### src/rtl/mqb_pkg.sv
// Package: shared helpers for the shared-pool multi-queue buffer.
// Assumes: callers pass positive element counts.
package mqb_pkg;

    // Index width for n elements, never below one bit.
    function automatic int bits_for(input int n);
        return (n <= 2) ? 1 : $clog2(n);
    endfunction

    // Width of a counter that must reach n inclusive.
    function automatic int count_bits(input int n);
        return $clog2(n + 1);
    endfunction

endpackage

### src/rtl/mqb_link_ram.sv
// Next-pointer memory shared by the free chain and all port chains.
// Two write ports (free chain, port chains) and two combinational reads.
// Assumes: the two write ports never target the same entry in one cycle.
module mqb_link_ram #(
    parameter int NB = 16,
    parameter int IW = 4
) (
    input  logic          clk,
    input  logic          rst_n,
    input  logic          wa_en,
    input  logic [IW-1:0] wa_addr,
    input  logic [IW-1:0] wa_data,
    input  logic          wb_en,
    input  logic [IW-1:0] wb_addr,
    input  logic [IW-1:0] wb_data,
    input  logic [IW-1:0] ra_addr,
    output logic [IW-1:0] ra_data,
    input  logic [IW-1:0] rb_addr,
    output logic [IW-1:0] rb_data
);

    logic [IW-1:0] nxt [NB];

    // Reset chains every slot to its successor, otherwise applies link writes.
    always_ff @(posedge clk) begin
        if (!rst_n) begin
            for (int i = 0; i < NB; i++) begin
                nxt[i] <= (i == NB - 1) ? '0 : IW'(i + 1);
            end
        end else begin
            if (wa_en) nxt[wa_addr] <= wa_data;
            if (wb_en) nxt[wb_addr] <= wb_data;
        end
    end

    // Combinational successor lookups.
    always_comb begin
        ra_data = nxt[ra_addr];
        rb_data = nxt[rb_addr];
    end

endmodule

### src/rtl/mqb_payload_ram.sv
// Payload storage: one data word per slot, one write and one read port.
// Assumes: write and read never name the same slot in one cycle
// (a slot is either free or queued, never both).
module mqb_payload_ram #(
    parameter int NB = 16,
    parameter int DW = 16,
    parameter int IW = 4
) (
    input  logic          clk,
    input  logic          we,
    input  logic [IW-1:0] waddr,
    input  logic [DW-1:0] wdata,
    input  logic [IW-1:0] raddr,
    output logic [DW-1:0] rdata
);

    logic [DW-1:0] mem [NB];

    // Stores the word of an accepted write.
    always_ff @(posedge clk) begin
        if (we) mem[waddr] <= wdata;
    end

    // Combinational read of the slot at a queue head.
    always_comb rdata = mem[raddr];

endmodule

### src/rtl/mqb_free_pool.sv
// Free chain control: head, tail and count of unused slots.
// Pops the head for a write and pushes a released slot at the tail.
// Assumes: pop is only raised while cnt is non-zero.
module mqb_free_pool #(
    parameter int NB = 16,
    parameter int IW = 4,
    parameter int CW = 5
) (
    input  logic          clk,
    input  logic          rst_n,
    input  logic          pop,
    input  logic          push,
    input  logic [IW-1:0] push_idx,
    input  logic [IW-1:0] head_next,
    output logic [IW-1:0] head,
    output logic [CW-1:0] cnt,
    output logic          empty,
    output logic          link_we,
    output logic [IW-1:0] link_addr,
    output logic [IW-1:0] link_data
);

    logic [IW-1:0] tail;

    // Link the old tail to a released slot unless the chain ends up empty first.
    always_comb begin
        empty     = (cnt == '0);
        link_we   = push && !empty && !(pop && cnt == CW'(1));
        link_addr = tail;
        link_data = push_idx;
    end

    // Head, tail and count update for pop, push or both.
    always_ff @(posedge clk) begin
        if (!rst_n) begin
            head <= '0;
            tail <= IW'(NB - 1);
            cnt  <= CW'(NB);
        end else begin
            unique case ({pop, push})
                2'b10: begin
                    head <= head_next;
                    cnt  <= cnt - CW'(1);
                end
                2'b01: begin
                    if (empty) head <= push_idx;
                    tail <= push_idx;
                    cnt  <= cnt + CW'(1);
                end
                2'b11: begin
                    head <= (cnt == CW'(1)) ? push_idx : head_next;
                    tail <= push_idx;
                end
                default: ;
            endcase
        end
    end

endmodule

### src/rtl/mqb_port_lists.sv
// Per-port queue chains: head, tail, occupancy and read-open state.
// Appends a written slot to a port's tail, removes a read port's head.
// Assumes: wr_acc/rd_acc are already qualified by the top (slot free,
// port non-empty and open); port ids are in range.
module mqb_port_lists #(
    parameter int NP = 4,
    parameter int IW = 4,
    parameter int PW = 2,
    parameter int CW = 5
) (
    input  logic             clk,
    input  logic             rst_n,
    input  logic             wr_acc,
    input  logic [PW-1:0]    wr_port,
    input  logic [IW-1:0]    wr_idx,
    input  logic             rd_acc,
    input  logic [PW-1:0]    rd_port,
    input  logic [IW-1:0]    rd_head_next,
    input  logic [NP*CW-1:0] start_lvl,
    output logic [IW-1:0]    rd_head,
    output logic [NP*CW-1:0] occ_flat,
    output logic [NP-1:0]    open_q,
    output logic             link_we,
    output logic [IW-1:0]    link_addr,
    output logic [IW-1:0]    link_data
);

    logic [IW-1:0] head_q [NP];
    logic [IW-1:0] tail_q [NP];
    logic [CW-1:0] occ_q  [NP];
    logic [CW-1:0] occ_nx [NP];
    logic [CW-1:0] lvl_eff[NP];
    logic [NP-1:0] wr_here;
    logic [NP-1:0] rd_here;

    genvar gp;
    generate
        for (gp = 0; gp < NP; gp++) begin : g_port
            // Decode this port's share of the traffic and its next occupancy.
            always_comb begin
                wr_here[gp] = wr_acc && (wr_port == PW'(gp));
                rd_here[gp] = rd_acc && (rd_port == PW'(gp));
                occ_nx[gp]  = occ_q[gp] + CW'(wr_here[gp]) - CW'(rd_here[gp]);
                lvl_eff[gp] = (start_lvl[gp*CW +: CW] == '0) ? CW'(1)
                                                             : start_lvl[gp*CW +: CW];
                occ_flat[gp*CW +: CW] = occ_q[gp];
            end
        end
    endgenerate

    // Port-side link write and current read head.
    always_comb begin
        rd_head   = head_q[rd_port];
        link_we   = wr_acc && (occ_q[wr_port] != '0);
        link_addr = tail_q[wr_port];
        link_data = wr_idx;
    end

    // Chain ends, occupancy and read-open state of every port.
    always_ff @(posedge clk) begin
        if (!rst_n) begin
            for (int p = 0; p < NP; p++) begin
                head_q[p] <= '0;
                tail_q[p] <= '0;
                occ_q[p]  <= '0;
            end
            open_q <= '0;
        end else begin
            for (int p = 0; p < NP; p++) begin
                if (wr_here[p]) tail_q[p] <= wr_idx;
                if (rd_here[p]) begin
                    head_q[p] <= (wr_here[p] && occ_q[p] == CW'(1)) ? wr_idx : rd_head_next;
                end else if (wr_here[p] && occ_q[p] == '0) begin
                    head_q[p] <= wr_idx;
                end
                occ_q[p]  <= occ_nx[p];
                open_q[p] <= (occ_nx[p] == '0) ? 1'b0
                                               : (open_q[p] || occ_nx[p] >= lvl_eff[p]);
            end
        end
    end

endmodule

### src/rtl/mq_shared_buf.sv
// Top: multi-port ingress buffer over a shared slot pool.
// Qualifies writes and reads, drives the free chain, port chains,
// next-pointer memory and payload memory, and registers read data.
// Assumes: one write and one read request at most per cycle.
module mq_shared_buf
    import mqb_pkg::*;
#(
    parameter int NUM_PORTS = 4,
    parameter int NUM_BUFS  = 16,
    parameter int DATA_W    = 16
) (
    input  logic                                      clk,
    input  logic                                      rst_n,
    input  logic [NUM_PORTS-1:0]                      port_en,
    input  logic [NUM_PORTS*count_bits(NUM_BUFS)-1:0] start_lvl,
    input  logic                                      wr_valid,
    input  logic [bits_for(NUM_PORTS)-1:0]            wr_port,
    input  logic [DATA_W-1:0]                         wr_data,
    input  logic                                      rd_req,
    input  logic [bits_for(NUM_PORTS)-1:0]            rd_port,
    output logic                                      rd_valid,
    output logic [DATA_W-1:0]                         rd_data,
    output logic [NUM_PORTS-1:0]                      port_empty,
    output logic [NUM_PORTS*count_bits(NUM_BUFS)-1:0] port_occ,
    output logic                                      overflow
);

    localparam int PW = bits_for(NUM_PORTS);
    localparam int IW = bits_for(NUM_BUFS);
    localparam int CW = count_bits(NUM_BUFS);

    logic          wr_ok, wr_acc, rd_acc;
    logic [IW-1:0] free_head, free_head_next;
    logic [CW-1:0] free_cnt;
    logic          free_empty;
    logic [IW-1:0] rd_head, rd_head_next;
    logic [NUM_PORTS-1:0] port_open;
    logic          fa_we, pb_we;
    logic [IW-1:0] fa_addr, fa_data, pb_addr, pb_data;
    logic [DATA_W-1:0] slot_word;

    // Request qualification against pool, port enable, occupancy and open state.
    always_comb begin
        wr_ok  = wr_valid && (int'(wr_port) < NUM_PORTS) && port_en[wr_port];
        wr_acc = wr_ok && !free_empty;
        rd_acc = rd_req && (int'(rd_port) < NUM_PORTS) &&
                 (port_occ[rd_port*CW +: CW] != '0) && port_open[rd_port];
    end

    mqb_free_pool #(.NB(NUM_BUFS), .IW(IW), .CW(CW)) u_free (
        .clk       (clk),
        .rst_n     (rst_n),
        .pop       (wr_acc),
        .push      (rd_acc),
        .push_idx  (rd_head),
        .head_next (free_head_next),
        .head      (free_head),
        .cnt       (free_cnt),
        .empty     (free_empty),
        .link_we   (fa_we),
        .link_addr (fa_addr),
        .link_data (fa_data)
    );

    mqb_port_lists #(.NP(NUM_PORTS), .IW(IW), .PW(PW), .CW(CW)) u_ports (
        .clk          (clk),
        .rst_n        (rst_n),
        .wr_acc       (wr_acc),
        .wr_port      (wr_port),
        .wr_idx       (free_head),
        .rd_acc       (rd_acc),
        .rd_port      (rd_port),
        .rd_head_next (rd_head_next),
        .start_lvl    (start_lvl),
        .rd_head      (rd_head),
        .occ_flat     (port_occ),
        .open_q       (port_open),
        .link_we      (pb_we),
        .link_addr    (pb_addr),
        .link_data    (pb_data)
    );

    mqb_link_ram #(.NB(NUM_BUFS), .IW(IW)) u_link (
        .clk     (clk),
        .rst_n   (rst_n),
        .wa_en   (fa_we),
        .wa_addr (fa_addr),
        .wa_data (fa_data),
        .wb_en   (pb_we),
        .wb_addr (pb_addr),
        .wb_data (pb_data),
        .ra_addr (free_head),
        .ra_data (free_head_next),
        .rb_addr (rd_head),
        .rb_data (rd_head_next)
    );

    mqb_payload_ram #(.NB(NUM_BUFS), .DW(DATA_W), .IW(IW)) u_data (
        .clk   (clk),
        .we    (wr_acc),
        .waddr (free_head),
        .wdata (wr_data),
        .raddr (rd_head),
        .rdata (slot_word)
    );

    genvar ge;
    generate
        for (ge = 0; ge < NUM_PORTS; ge++) begin : g_empty
            // Per-port empty flag from occupancy.
            always_comb port_empty[ge] = (port_occ[ge*CW +: CW] == '0);
        end
    endgenerate

    // Read return register and sticky lost-write flag.
    always_ff @(posedge clk) begin
        if (!rst_n) begin
            rd_valid <= 1'b0;
            rd_data  <= '0;
            overflow <= 1'b0;
        end else begin
            rd_valid <= rd_acc;
            if (rd_acc) rd_data <= slot_word;
            if (wr_ok && free_empty) overflow <= 1'b1;
        end
    end

endmodule

### config.mk
export PLATFORM = sky130hd
export DESIGN_NAME = mq_shared_buf
export DESIGN_NICKNAME = d
export VERILOG_FILES = /design/src/rtl/mqb_pkg.sv /design/src/rtl/mqb_link_ram.sv /design/src/rtl/mqb_payload_ram.sv /design/src/rtl/mqb_free_pool.sv /design/src/rtl/mqb_port_lists.sv /design/src/rtl/mq_shared_buf.sv
export SDC_FILE = /design/constraint.sdc
export NUM_CORES = 1
export LEC_CHECK = 0
export ABC_AREA = 1
export BUFFER_PORTS_ARGS = -buffer_cell sky130_fd_sc_hd__buf_2
export CAP_MARGIN = 10
export CORE_ASPECT_RATIO = 0.8
export CORE_MARGIN = 2
export CORE_UTILIZATION = 30
export CTS_BUF_LIST = sky130_fd_sc_hd__clkbuf_16
export DETAILED_ROUTE_END_ITERATION = 7
export PLACE_DENSITY = 0.46
export SYNTH_ARGS = -nofsm -noshare
export SYNTH_HDL_FRONTEND = slang
export SYNTH_SLANG_ARGS = --single-unit
### constraint.sdc
create_clock -name clk -period 7.5 [get_ports clk]
set_input_delay 1.5 -clock clk [delete_from_list [all_inputs] [get_ports clk]]
set_output_delay 1.5 -clock clk [all_outputs]
set_load 0.05 [all_outputs]
* After elaboration in Yosys (flattened, before gate mapping)
Memories as Yosys holds them, arrays and structs flattened. A register that Yosys moved wholly into a read port is not among the register bits.
Index checks and enable logic that the tools add are counted.
** Cells by class
- Equal/unequal tests :: 15
- Bitwise operators :: 17
- $mul :: 1
- Multiplexer cells :: 90
- Order comparisons :: 6
- Add/sub/neg operators :: 10
- Shift operators :: 1
- Reductions and logical operators :: 59
** Operators by type and width (number)
- 4-bit two-way mux :: 24
- 5-bit zero test :: 13
- 1-bit two-way mux :: 54
- 5-bit two-way mux :: 8
- 5-bit by 1-bit == test with 1-bit output (second input constant) :: 5
- 1-bit logical AND :: 25
- 5-bit by 1-bit adder with 5-bit output :: 4
- 5-bit >= comparator :: 4
- 20-bit by 6-bit indexed part select with 5-bit output :: 1
- 5-bit by 1-bit subtractor with 5-bit output :: 4
- 1-bit bitwise OR :: 16
- 2-bit == test (second input constant) :: 6
- 4-bit case mux with 3 select lines :: 1
- 5-bit case mux with 2 select lines :: 1
- 5-bit nonzero test :: 2
- 2-bit OR reduction :: 5
- 4-bit OR reduction :: 2
- 2-bit by 1-bit == test with 1-bit output (second input constant) :: 3
- 2-bit by 3-bit less-than comparator with 1-bit output (second input constant) :: 2
- 5-bit by 1-bit adder with 5-bit output (second input constant) :: 1
- 2-bit by 3-bit multiplier with 5-bit output (second input constant) :: 1
- 5-bit by 1-bit subtractor with 5-bit output (second input constant) :: 1
- 1-bit binary-select mux with 2-bit select :: 2
- 2-bit zero test :: 2
- 7 further kinds :: 12
** Storage, ports and cells
- Output and inout bits :: 42
- RAM bits :: 372
- Logic and storage cells :: 213
- Register bits after elaboration :: 19
- Input bits :: 48
- Memories :: 5
** Memory list
- u_data.mem :: words 16, width 16, rd ports 1, clocked after memory_dff 1, wr ports 1, line mqb_payload_ram.sv:17 : logic [DW-1:0] mem [NB];
- u_link.nxt :: words 16, width 4, rd ports 2, clocked after memory_dff 1, wr ports 16, line mqb_link_ram.sv:22 : logic [IW-1:0] nxt [NB];
- u_ports.occ_q :: words 4, width 5, rd ports 5, clocked after memory_dff 0, wr ports 4, line mqb_port_lists.sv:30 : logic [CW-1:0] occ_q [NP];
- u_ports.head_q :: words 4, width 4, rd ports 1, clocked after memory_dff 0, wr ports 4, line mqb_port_lists.sv:28 : logic [IW-1:0] head_q [NP];
- u_ports.tail_q :: words 4, width 4, rd ports 1, clocked after memory_dff 0, wr ports 4, line mqb_port_lists.sv:29 : logic [IW-1:0] tail_q [NP];

* Logic depth before layout (Yosys ltp)
Gate-level depths: netlist of the first run.
- Depth after elaboration :: 12
- Depth in mapped cells :: 22

* Cells and area by module
A second synthesis of the first run with hierarchy kept.
** Unflattened totals
- Cell total of the unflattened synthesis :: 2584
- Area total of the unflattened synthesis :: 21659.5 µm²
** By module, submodules not included
- mqb_payload_ram :: seq. area each 7687.4 µm², instances 1, cells each 1058, area each 11060.6 µm²
- mqb_link_ram :: seq. area each 1921.8 µm², instances 1, cells each 676, area each 4568.1 µm²
- mqb_port_lists :: seq. area each 1441.4 µm², instances 1, cells each 546, area each 4083.9 µm²
- mq_shared_buf :: seq. area each 360.3 µm², instances 1, cells each 184, area each 1127.3 µm²
- mqb_free_pool :: seq. area each 260.2 µm², instances 1, cells each 120, area each 819.5 µm²

* Worst setup path before layout of the first run
OpenSTA, ideal clock, no wires.
- Kind :: input port to flip-flop
- Start :: input rd_port[0]
- End :: register u_ports.open_q[3]
- Data arrival time :: 4.184 ns
- Data required time :: 7.374 ns
- Setup slack :: 3.191 ns
- Path buffers :: 0
- Stages :: 19
- Setup time :: 0.126 ns
- Cells stage by stage :: inv_2 > nor2_2 > nand2_1 > nand2_1 > nor3_2 > nand3_1 > nor2_1 > inv_1 > nand2_1 > ha_1 > inv_1 > fa_1 > inv_1 > ha_1 > a21boi_0 > o21a_1 > o21a_1 > o21ai_0 > a31oi_1
** RTL lines
- start, declared :: line mq_shared_buf.sv:20 : input logic [bits_for(NUM_PORTS)-1:0] rd_port,
- end signal, assigned by index :: line mqb_port_lists.sv:77 : open_q[p] <= (occ_nx[p] == '0) ? 1'b0
- end, declared :: line mqb_port_lists.sv:22 : output logic [NP-1:0] open_q,

==> out/summary.json, run 1 <==
{
  "status": {"value": "finished clean"},
  "critical_path.max_stage_delay": {"value": 0.55, "unit": "ns"},
  "place.detailed.instances": {"value": 3169},
  "post-cts-setup-buffers": {"value": 0},
  "cts.sinks": {"value": 411},
  "fmaxAchievable": {"value": 232, "unit": "MHz"},
  "hold_path_class": {"value": "flip-flop to flip-flop"},
  "critPathRequiredTime": {"value": 7.97, "unit": "ns"},
  "cts.reportedPaths.clkPinSlew": {"value": 0.06, "unit": "ns"},
  "peak_fanout_along_the_critical_path": {"value": 7},
  "cp_num_buf_inv": {"value": 5},
  "largest_cells_by_area_after_synthesis": {"value": "edfxtp_1 52%, nand2_1 8.0%, nand3_1 5.9%"},
  "final_cells": {"value": 3257},
  "drcViolationCount": {"value": 0},
  "maximum_number_of_pins_on_one_net_before_global_route_repair": {"value": 152},
  "final-setup-viol-count": {"value": 0},
  "path_cells": {"value": "buf_2 -> inv_2 -> nor2_2 -> nand2_1 -> nand2_1 -> nor3_2 -> nand3_1 -> nor2_1 -> inv_1 -> nand2_1 -> ha_1 -> inv_1 -> fa_1 -> inv_1 -> ha_1 -> a21boi_0 -> o21a_1 -> o21a_1 -> o21ai_0 -> a31oi_1"},
  "fp-row-count": {"value": 85},
  "crit_path_top_delay_cell": {"value": "fa_1"},
  "worst_ep_arrival_time": {"value": 4.77, "unit": "ns"},
  "final_min_period_over_clock_period": {"value": 0.574},
  "max-slew-margin-rel": {"value": 0.242},
  "power": {"value": 6.29, "unit": "mW"},
  "leading_area_contributor_after_synthesis": {"value": "edfxtp_1"},
  "die_width": {"value": 295, "unit": "um"},
  "tritoncts.num_buffers": {"value": 47},
  "finalHoldViolCount": {"value": 0},
  "r2r_setup_slack": {"value": 3.79, "unit": "ns"},
  "setup.worst_path.class": {"value": "input port to flip-flop"},
  "global_route.overflow_total": {"value": 0},
  "total_standard_cell_area_after_synthesis": {"value": 20300, "unit": "um^2"},
  "ys_seq_area_frac": {"value": 0.578},
  "cp_top_family": {"value": "simple AND/OR/NAND/NOR gates"},
  "die_height": {"value": 237, "unit": "um"},
  "route.detailed.wl_per_inst": {"value": 18.8, "unit": "um"},
  "end_kind": {"value": "flip-flop"},
  "max-vdd-ir-drop": {"value": 170, "unit": "uV"},
  "finalSetupTns": {"value": 0, "unit": "ns"},
  "wirelength": {"value": 61200, "unit": "um"},
  "p_leak": {"value": 9.45, "unit": "nW"},
  "route.vias.total": {"value": 15700},
  "yosys_warnings": {"value": 0},
  "async_reset_ff_frac": {"value": 0},
  "final_period_minus_worst_setup_slack": {"value": 4.31, "unit": "ns"},
  "worst_setup_path_start_kind": {"value": "input port"},
  "ioPinCount": {"value": 90},
  "initial_utilization": {"value": 0.303},
  "hold_buffers": {"value": 0},
  "grt_setup_unrepaired": {"value": "false"},
  "place_hpwl": {"value": 38900, "unit": "um"},
  "routed_via_density": {"value": 4.81},
  "synth_seq_cells": {"value": 411},
  "dr.pass1.iters": {"value": 6},
  "route.antenna.remaining_nets": {"value": 0},
  "final_core_utilization": {"value": 0.346},
  "clock_skew": {"value": 0.0216, "unit": "ns"},
  "core": {"value": 67200, "unit": "um^2"},
  "n_fill_cell": {"value": 6966},
  "detailed_route_iter0_violations": {"value": 1525},
  "cts_root_buffer": {"value": "clkbuf_16"},
  "clk_path_buf_depth": {"value": 3},
  "fin_nets": {"value": 2399},
  "insertion_delay_to_the_later_sink_of_the_worst_skew_pair": {"value": 0.59, "unit": "ns"},
  "max_cap_viol_count": {"value": 0},
  "final_layout_size_suffix_gt1_frac": {"value": 0.102},
  "global_route.usage.total": {"value": 0.174},
  "syn_nets": {"value": 2337},
  "tritoncts": {"value": "done"},
  "num_antenna_cells": {"value": 0},
  "synth.top_cell.area_share": {"value": 0.520},
  "p_per_area": {"value": 270, "unit": "nW/um^2"},
  "h-tree-depth": {"value": 2},
  "most_frequent_cells_after_synthesis": {"value": "432 x nand2_1, 352 x edfxtp_1, 268 x nor2_1, 266 x inv_1, 238 x nand3_1"},
  "max_slew.worst_pin.slew": {"value": 1.14, "unit": "ns"},
  "layout-area-overhead-vs-synth": {"value": 14.3, "unit": "%"},
  "yosys.cell_types.count": {"value": 44},
  "grt_first_pass_wirelength": {"value": 91700, "unit": "um"},
  "min_hold_slack": {"value": 0.472, "unit": "ns"},
  "die_area": {"value": 69900, "unit": "um^2"},
  "number_of_antenna_violations_at_the_first_check_in_global_routing": {"value": 2},
  "synth_top_flop_cell": {"value": "edfxtp_1"},
  "final-max-slew-violation-count": {"value": 0},
  "netlist_instances": {"value": 2243},
  "first_global_vias": {"value": 14600},
  "synth-edff-count": {"value": 352},
  "yosysMostFrequentCell": {"value": "nand2_1"},
  "synth.avg_cell_area": {"value": 9.07, "unit": "um^2"},
  "globalplace.congestion": {"value": 0.855},
  "port_buffers": {"value": 89},
  "cts_repair_resize_count": {"value": 0}
}
per-stage QoR:
step                setup WS, ns  cell area [um^2]
floorplan                   3.19             20300
global placement            2.74             21800
detailed placement          2.60             21800
CTS                         3.23             23300
global route                2.87             23300
finish                      3.19             23300
layout make-up:
type                       count  area, um^2  area share
sequential                   411       11800       0.505
multi-input combinational   1454        7160       0.308
clock buffer                  48        1200      0.0516
tap                          913        1140      0.0491
inverter                     274        1030      0.0442
timing repair buffer         117         668      0.0287
clock inverter                40         305      0.0131
worst paths after layout:
path,endpoint,from,depth (start not counted)
setup / recovery,u_ports.open_q[3],rd_port[0],20
hold reg to reg,overflow,overflow,1
setup reg to reg,u_ports.open_q[3],u_ports.occ_q[0][1],20
hold / removal,overflow,overflow,1
metal layers:
layer,track usage,wire length [um]
met2,0.263,26800
met3,0.0254,3500
met1,0.260,29800
met4,0.0414,1140
met5,0,18
sequential cells by signal, indices dropped and copies added (netlist names), named ones only:
signal and flops:
rd_data 16, u_free.cnt 5, u_ports.open_q 4, u_ports.occ_q 20, u_free.head 4, rd_valid 1
u_link.nxt 64, u_ports.head_q 16, u_data.mem 256, u_free.link_addr 4, u_ports.tail_q 16, overflow 1
cells in the final DEF (no fill, tap or decap), types with 9 or more instances in the layout:
cell       netlist  routed
a21oi_1        167     167
buf_2           27      89
buf_4            2      27
clkbuf_16        0      48
clkinv_1         4      13
dfxtp_1         59      59
edfxtp_1       352     352
ha_1            42      42
inv_1          266     279
nand2_1        432     431
nand3_1        238     236
nand4_1         13      13
nor2_1         268     252
nor2_2           4      19
o211ai_1        19      19
o21ai_0        138     138
o21ai_1         14      14
o22ai_1         27      27
or2_2           17      17
xor2_1           9       9
logic make-up after synthesis:
logic type,synth area share
and+or+nand+nor,0.208
adders and majority gates,0.0298
AOI/OAI and AO/OA,0.103
buffers and inverters,0.0740
xor gates and xnor gates,0.00732
DFF,0.578
power by group:
| group | internal (mW) | total (mW) | switching (mW) |
|---|---|---|---|
| registers | 2.58 | 2.66 | 0.0875 |
| clock network | 1.27 | 2.24 | 0.969 |
| logic | 0.381 | 1.38 | 0.999 |
Note: power is estimated with default switching activity, not from simulation.
==> inputs of run 2 (changes only) <==
==> constraint.sdc (replaced) <==
create_clock -name clk -period 4.2 [get_ports clk]
set_input_delay 0.84 -clock clk [delete_from_list [all_inputs] [get_ports clk]]
set_output_delay 0.84 -clock clk [all_outputs]
set_load 0.05 [all_outputs]
==> out/summary.json, run 2 (synthesis results as in run 1) <==
{
  "power_spent_charging_and_discharging_nets": {"value": 3.67, "unit": "mW", "change": "+78%"},
  "place_hpwl": {"value": 40100, "unit": "um", "change": "+3.1%"},
  "final_period_minus_worst_setup_slack": {"value": 3.79, "unit": "ns"},
  "route.antenna.remaining_nets": {"value": 0, "change": "unchanged"},
  "h-tree-depth": {"value": 2, "change": "unchanged"},
  "hold_path_class": {"value": "flip-flop to flip-flop"},
  "dr.pass1.iters": {"value": 6, "change": "unchanged"},
  "maximum_number_of_pins_on_one_net_before_global_route_repair": {"value": 69, "change": "-55%"},
  "end_kind": {"value": "flip-flop"},
  "fp-row-count": {"value": 85, "change": "unchanged"},
  "global_route.overflow_total": {"value": 0, "change": "unchanged"},
  "die_height": {"value": 237, "unit": "um", "change": "unchanged"},
  "routed_via_density": {"value": 4.85, "change": "+0.75%"},
  "ioPinCount": {"value": 90, "change": "unchanged"},
  "timing.rr.end": {"value": "u_ports.open_q[0]"},
  "cts_root_buffer": {"value": "clkbuf_16"},
  "flip_flop_count_of_the_largest_register_all_copies_and_words_added": {"value": 256, "change": "unchanged"},
  "cts_repair_resize_count": {"value": 0, "change": "unchanged"},
  "top_register": {"value": "u_data.mem"},
  "power_frac_seq": {"value": 0.419, "change": "-0.005"},
  "min_hold_slack": {"value": 0.487, "unit": "ns", "change": "+0.0149 ns"},
  "hold_buffers": {"value": 0, "change": "unchanged"},
  "first_global_vias": {"value": 14900, "change": "+1.6%"},
  "post-cts-setup-buffers": {"value": 0, "change": "unchanged"},
  "switching_power_share_of_the_total": {"value": 0.324, "change": "-0.00267"},
  "critPathRequiredTime": {"value": 4.65, "unit": "ns", "change": "-3.32 ns"},
  "drcViolationCount": {"value": 0, "change": "unchanged"},
  "p_leak": {"value": 9.60, "unit": "nW", "change": "+1.6%"},
  "insertion_delay_to_the_later_sink_of_the_worst_skew_pair": {"value": 0.58, "unit": "ns", "change": "about the same"},
  "layout-area-overhead-vs-synth": {"value": 15.6, "unit": "%"},
  "layout_common_cells": {"value": "431 x nand2_1, 352 x edfxtp_1, 275 x inv_1"},
  "timing.critical_path.to": {"value": "u_ports.open_q[0]"},
  "route.detailed.wl_per_inst": {"value": 18.9, "unit": "um", "change": "+0.34%"},
  "global_route.usage.total": {"value": 0.176, "change": "+0.00261"},
  "worst_setup_path_start_kind": {"value": "flip-flop"},
  "num_antenna_cells": {"value": 0, "change": "unchanged"},
  "r2r_setup_slack": {"value": 0.41, "unit": "ns", "change": "-3.38 ns"},
  "globalplace.congestion": {"value": 0.882, "change": "+3.2%"},
  "wirelength": {"value": 61900, "unit": "um", "change": "+1.1%"},
  "finalHoldViolCount": {"value": 0, "change": "unchanged"},
  "route.vias.total": {"value": 15900, "change": "+1.5%"},
  "final-max-slew-violation-count": {"value": 0, "change": "unchanged"},
  "fmaxAchievable": {"value": 264, "unit": "MHz"},
  "die_width": {"value": 295, "unit": "um", "change": "unchanged"},
  "clk_path_buf_depth": {"value": 3, "change": "unchanged"},
  "r2r.worst_path.cells": {"value": 21, "change": "+5.0%"},
  "initial_utilization": {"value": 0.303, "change": "unchanged"},
  "fin_nets": {"value": 2427, "change": "+1.2%"},
  "cts.sinks": {"value": 411, "change": "unchanged"},
  "power.share.clock": {"value": 0.354, "change": "-0.003"},
  "p_per_area": {"value": 481, "unit": "nW/um^2", "change": "+78%"},
  "n_fill_cell": {"value": 6920, "change": "-0.66%"},
  "status": {"value": "finished clean"},
  "clock_skew": {"value": 0.0180, "unit": "ns", "change": "-0.00360 ns"},
  "final_layout_size_suffix_gt1_frac": {"value": 0.112, "change": "+0.00947"},
  "max-slew-margin-rel": {"value": 0.346, "change": "+0.104"},
  "tritoncts": {"value": "done"},
  "tritoncts.num_buffers": {"value": 47, "change": "unchanged"},
  "p_comb_frac": {"value": 0.227, "change": "+0.007"},
  "peak_fanout_along_the_critical_path": {"value": 7, "change": "unchanged"},
  "final_core_utilization": {"value": 0.350, "change": "+0.00372"},
  "die_area": {"value": 69900, "unit": "um^2", "change": "unchanged"},
  "final_min_period_over_clock_period": {"value": 0.903},
  "setup.worst_path.start": {"value": "u_ports.occ_q[0][1]"},
  "setup.worst_path.class": {"value": "flip-flop to flip-flop"},
  "commonest_non_fill_non_tap_cell_in_the_layout": {"value": "nand2_1"},
  "worstReg2RegStart": {"value": "u_ports.occ_q[0][1]"},
  "core": {"value": 67200, "unit": "um^2", "change": "unchanged"},
  "power.internal": {"value": 7.64, "unit": "mW", "change": "+81%"},
  "worst_ep_arrival_time": {"value": 4.24, "unit": "ns", "change": "-0.53 ns"},
  "layout_top_registers": {"value": "u_data.mem: 256 flops, u_link.nxt: 64 flops, u_ports.occ_q: 20 flops"},
  "max-vdd-ir-drop": {"value": 402, "unit": "uV", "change": "+140%"},
  "max_slew.worst_pin.slew": {"value": 0.980, "unit": "ns", "change": "-0.155 ns"},
  "cts.reportedPaths.clkPinSlew": {"value": 0.06, "unit": "ns", "change": "about the same"},
  "finalSetupTns": {"value": 0, "unit": "ns", "change": "unchanged"},
  "number_of_antenna_violations_at_the_first_check_in_global_routing": {"value": 2, "change": "unchanged"},
  "grt_setup_unrepaired": {"value": "false"},
  "port_buffers": {"value": 89, "change": "unchanged"},
  "max_cap_viol_count": {"value": 0, "change": "unchanged"},
  "detailed_route_iter0_violations": {"value": 1496, "change": "-1.9%"},
  "final-setup-viol-count": {"value": 0, "change": "unchanged"},
  "grt_first_pass_wirelength": {"value": 93200, "unit": "um", "change": "+1.6%"}
}
==> run 2: critical path, stage by stage, from the launching register on <==
cell	delay, ns
dfxtp_1	0.47
nor2_1	0.08
nand3_1	0.21
nand2_1	0.08
nand2_1	0.08
inv_1	0.04
nand2_1	0.17
nand3_1	0.27
nor2_1	0.23
inv_1	0.08
nand2_1	0.06
ha_1	0.16
inv_1	0.06
fa_1	0.54
inv_1	0.07
ha_1	0.29
o21a_1	0.11
o21a_1	0.18
o21ai_0	0.20
nand2_1	0.10
o21ai_0	0.10
a31oi_1	0.10
==> run 2: layout make-up <==
class                      count  area (um^2)  area share
inverter                     274         1030      0.0437
tap                          913         1140      0.0486
timing repair buffer         145          941      0.0400
multi-input combinational   1454         7160       0.305
clock buffer                  48         1200      0.0511
clock inverter                37          283      0.0120
sequential                   411        11800       0.500
==> run 2: how the worst min path moves through the flow <==
| stage | from | endpoint | cells after the start |
|---|---|---|---|
| after detailed placement | overflow | overflow | 1 |
| after global routing | overflow | overflow | 1 |
| final | overflow | overflow | 1 |
| after global placement | overflow | overflow | 1 |
| after floorplan | u_ports.open_q[0] | u_ports.open_q[0] | 2 |
| after CTS | overflow | overflow | 1 |
==> run 2: metal layers <==
layer | up-vias | global-route usage | share of wire
li1 | 7747 | - | -
met1 | 7559 | 0.259 | 0.48
met2 | 516 | 0.262 | 0.43
met3 | 96 | 0.0369 | 0.070
met4 | 2 | 0.0480 | 0.021
met5 | - | 0 | 0.00016
==> run 2: through the flow <==
step                cell area (um^2)  setup WS, ns  std cells  power, mW
floorplan                      20300         0.551       2243       6.53
global placement               22000         0.103       3197       7.34
detailed placement             22000       -0.0174       3197       7.37
CTS                            23500         0.468       3282       11.4
global route                   23500        0.0410       3282       11.9
finish                         23500         0.409       3282       11.3
==> run 2: power groups by stage <==
stage | logic (mW) | clock network, mW | registers (mW)
6_report | 2.57 | 4.00 | 4.74
5_1_grt | 2.83 | 4.26 | 4.76
4_1_cts | 2.55 | 4.10 | 4.74
3_5_place_dp | 2.54 | 0 | 4.83
3_3_place_gp | 2.51 | 0 | 4.82
2_1_floorplan | 1.54 | 0 | 5.00
==> inputs of run 3 (changes only) <==
==> constraint.sdc (replaced) <==
create_clock -name clk -period 3.85 [get_ports clk]
set_input_delay 0.77 -clock clk [delete_from_list [all_inputs] [get_ports clk]]
set_output_delay 0.77 -clock clk [all_outputs]
set_load 0.05 [all_outputs]
==> out/summary.json, run 3 (synthesis results as in run 1) <==
{
  "hold_path_start": {"value": "start_lvl[4]"},
  "worstReg2RegStart": {"value": "u_ports.occ_q[3][1]"},
  "crit_path_top_delay_cell": {"value": "fa_1"},
  "max-slew-margin-rel": {"value": 0.174, "change": "-0.172"},
  "finalHoldViolCount": {"value": 0, "change": "unchanged"},
  "tritoncts.num_buffers": {"value": 47, "change": "unchanged"},
  "first_global_vias": {"value": 15200, "change": "+2.4%"},
  "fin_nets": {"value": 2450, "change": "+0.95%"},
  "detailed_place.area": {"value": 22200, "unit": "um^2", "change": "+0.78%"},
  "core": {"value": 67200, "unit": "um^2", "change": "unchanged"},
  "end_kind": {"value": "flip-flop"},
  "p_per_area": {"value": 518, "unit": "nW/um^2", "change": "+7.7%"},
  "n_fill_cell": {"value": 6961, "change": "+0.59%"},
  "dr.pass1.iters": {"value": 7, "change": "+1"},
  "final_layout_size_suffix_gt1_frac": {"value": 0.120, "change": "+0.00802"},
  "die_width": {"value": 295, "unit": "um", "change": "unchanged"},
  "worst_setup_path_start_kind": {"value": "flip-flop"},
  "route.detailed.wl_per_inst": {"value": 18.7, "unit": "um", "change": "-0.88%"},
  "finalSetupTns": {"value": 0, "unit": "ns", "change": "unchanged"},
  "final-setup-viol-count": {"value": 0, "change": "unchanged"},
  "grt_first_pass_wirelength": {"value": 93700, "unit": "um", "change": "+0.50%"},
  "routed_via_density": {"value": 4.81, "change": "-0.85%"},
  "setup.worst_path.class": {"value": "flip-flop to flip-flop"},
  "p_leak": {"value": 9.72, "unit": "nW", "change": "+1.2%"},
  "die_height": {"value": 237, "unit": "um", "change": "unchanged"},
  "status": {"value": "finished clean"},
  "layout_common_cells": {"value": "431 x nand2_1, 352 x edfxtp_1, 284 x inv_1"},
  "max_slew.worst_pin.slew": {"value": 1.24, "unit": "ns", "change": "+0.258 ns"},
  "ioPinCount": {"value": 90, "change": "unchanged"},
  "clk_path_buf_depth": {"value": 3, "change": "unchanged"},
  "final-max-slew-violation-count": {"value": 0, "change": "unchanged"},
  "max-vdd-ir-drop": {"value": 415, "unit": "uV", "change": "+3.3%"},
  "final_period_minus_worst_setup_slack": {"value": 3.44, "unit": "ns", "change": "-0.347 ns"},
  "hold_buffers": {"value": 0, "change": "unchanged"},
  "peak_fanout_along_the_critical_path": {"value": 6, "change": "-1"},
  "top_register": {"value": "u_data.mem"},
  "r2r.worst_path.cells": {"value": 20, "change": "-4.8%"},
  "cts.sinks": {"value": 411, "change": "unchanged"},
  "flip_flop_count_of_the_largest_register_all_copies_and_words_added": {"value": 256, "change": "unchanged"},
  "tritoncts": {"value": "done"},
  "post-cts-setup-buffers": {"value": 0, "change": "unchanged"},
  "final_min_period_over_clock_period": {"value": 0.894, "change": "-0.00804"},
  "globalplace.congestion": {"value": 0.870, "change": "-1.4%"},
  "die_area": {"value": 69900, "unit": "um^2", "change": "unchanged"},
  "drcViolationCount": {"value": 0, "change": "unchanged"},
  "layout_top_registers": {"value": "u_data.mem: 256 flops, u_link.nxt: 64 flops, u_ports.occ_q: 20 flops"},
  "cp_top_family": {"value": "simple AND/OR/NAND/NOR gates"},
  "cp_num_buf_inv": {"value": 4, "change": "unchanged"},
  "critPathRequiredTime": {"value": 4.33, "unit": "ns", "change": "-0.32 ns"},
  "post-route-cell-area": {"value": 23700, "unit": "um^2", "change": "+0.71%"},
  "global_route.overflow_total": {"value": 0, "change": "unchanged"},
  "route.antenna.remaining_nets": {"value": 0, "change": "unchanged"},
  "fmaxAchievable": {"value": 290, "unit": "MHz", "change": "+10%"},
  "wirelength": {"value": 61800, "unit": "um", "change": "-0.12%"},
  "max_cap_viol_count": {"value": 0, "change": "unchanged"},
  "insertion_delay_to_the_later_sink_of_the_worst_skew_pair": {"value": 0.60, "unit": "ns", "change": "+0.02 ns"},
  "number_of_antenna_violations_at_the_first_check_in_global_routing": {"value": 0, "change": "-2"},
  "place_hpwl": {"value": 41300, "unit": "um", "change": "+2.9%"},
  "maximum_number_of_pins_on_one_net_before_global_route_repair": {"value": 102, "change": "+48%"},
  "route.vias.total": {"value": 15900, "change": "-0.094%"},
  "h-tree-depth": {"value": 2, "change": "unchanged"},
  "worst_ep_arrival_time": {"value": 3.92, "unit": "ns", "change": "-0.32 ns"},
  "final_core_utilization": {"value": 0.352, "change": "+0.00248"},
  "path_cells": {"value": "nor2_1 -> nand3_1 -> nand2_1 -> nand2_1 -> inv_1 -> nand2_1 -> nand3_1 -> nor2_1 -> inv_1 -> nand2_1 -> ha_1 -> inv_1 -> fa_1 -> inv_1 -> ha_1 -> a21boi_0 -> o21a_1 -> o21a_1 -> o21ai_0 -> a31oi_1"},
  "min_path_cells": {"value": 4, "change": "+3"},
  "commonest_non_fill_non_tap_cell_in_the_layout": {"value": "nand2_1"},
  "port_buffers": {"value": 89, "change": "unchanged"},
  "timing.rr.end": {"value": "u_ports.open_q[3]"},
  "clock_skew": {"value": 0.0264, "unit": "ns", "change": "+0.00841 ns"},
  "min_hold_slack": {"value": 0.474, "unit": "ns", "change": "-0.0131 ns"},
  "grt_setup_unrepaired": {"value": "false"},
  "layout-area-overhead-vs-synth": {"value": 16.4, "unit": "%"},
  "detailed_route_iter0_violations": {"value": 1361, "change": "-9.0%"},
  "num_antenna_cells": {"value": 0, "change": "unchanged"},
  "fp-row-count": {"value": 85, "change": "unchanged"},
  "cts.reportedPaths.clkPinSlew": {"value": 0.06, "unit": "ns", "change": "about the same"},
  "cts_root_buffer": {"value": "clkbuf_16"},
  "hold_path_class": {"value": "input port to flip-flop"},
  "r2r_setup_slack": {"value": 0.41, "unit": "ns", "change": "about the same"},
  "critical_path.max_stage_delay": {"value": 0.52, "unit": "ns", "change": "-0.02 ns"},
  "initial_utilization": {"value": 0.303, "change": "unchanged"},
  "global_route.usage.total": {"value": 0.176, "change": "-0.000567"},
  "min_to": {"value": "u_ports.open_q[0]"}
}
[run 3: changes by cell type in the layout (fill, tap and decap cells not counted), sizes merged]
| cell | delta |
|---|---|
| clkinvlp | +3 |
| clkinv | -6 |
| inv | +7 |
| bufinv | -1 |
| clkbuf | -1 |
| buf | +23 |
[run 3: area by class of cell]
cell class / instances / area (um^2) / area share
Timing Repair Buffer: 168 / 1110 / 0.0470
Inverter: 274 / 1030 / 0.0434
Clock inverter: 40 / 292 / 0.0123
Multi-Input combinational cell: 1454 / 7170 / 0.303
Tap cell: 913 / 1140 / 0.0482
Clock buffer: 47 / 1180 / 0.0497
Sequential cell: 411 / 11800 / 0.496
[run 3: how the worst max path moves through the flow]
stage                              from                 to  slack (ns)  cells past startpoint
floorplan                    rd_port[0]  u_ports.open_q[3]        0.27                     19
global placement             rd_port[0]  u_ports.open_q[0]      -0.003                     23
detailed placement           rd_port[0]  u_ports.open_q[0]       -0.06                     23
CTS                       u_free.cnt[1]  u_ports.open_q[1]        0.28                     18
global route        u_ports.occ_q[3][1]  u_ports.open_q[0]         0.1                     21
finish              u_ports.occ_q[3][1]  u_ports.open_q[3]        0.41                     20
[run 3: routing by layer]
layer,part of all wire,track usage,vias to the layer above
li1,-,-,7805
met1,0.49,0.263,7578
met2,0.43,0.262,441
met3,0.063,0.0306,81
met4,0.018,0.0414,0
met5,0,0,-
[run 3: per-stage QoR]
stage | std cells | total power, mW | worst slack [ns]
finish | 3307 | 12.3 | 0.406
global route | 3307 | 12.9 | 0.0990
CTS | 3307 | 12.4 | 0.275
detailed placement | 3220 | 8.05 | -0.0601
global placement | 3220 | 8.04 | -0.00313
floorplan | 2243 | 7.13 | 0.271
[run 3: what timing repair did]
| action | in CTS | in global routing |
|---|---|---|
| gates resized for setup | 0 | 2 |
| endpoints found under the hold margin | 0 | 0 |
| endpoints found under the setup margin | 0 | 1 |
[run 3: power breakdown]
part / total, mW / switching (mW) / internal [mW]
clock network: 4.29 / 1.86 / 2.42
logic: 2.80 / 1.99 / 0.811
registers: 5.17 / 0.154 / 5.02
[run 3: tightest hold or removal path, delay by kind of cell]
family / cells / cell delay [ns]
buf+inv: 2 / 0.12
compound gates: 1 / 0.07
simple gates: 1 / 0.06
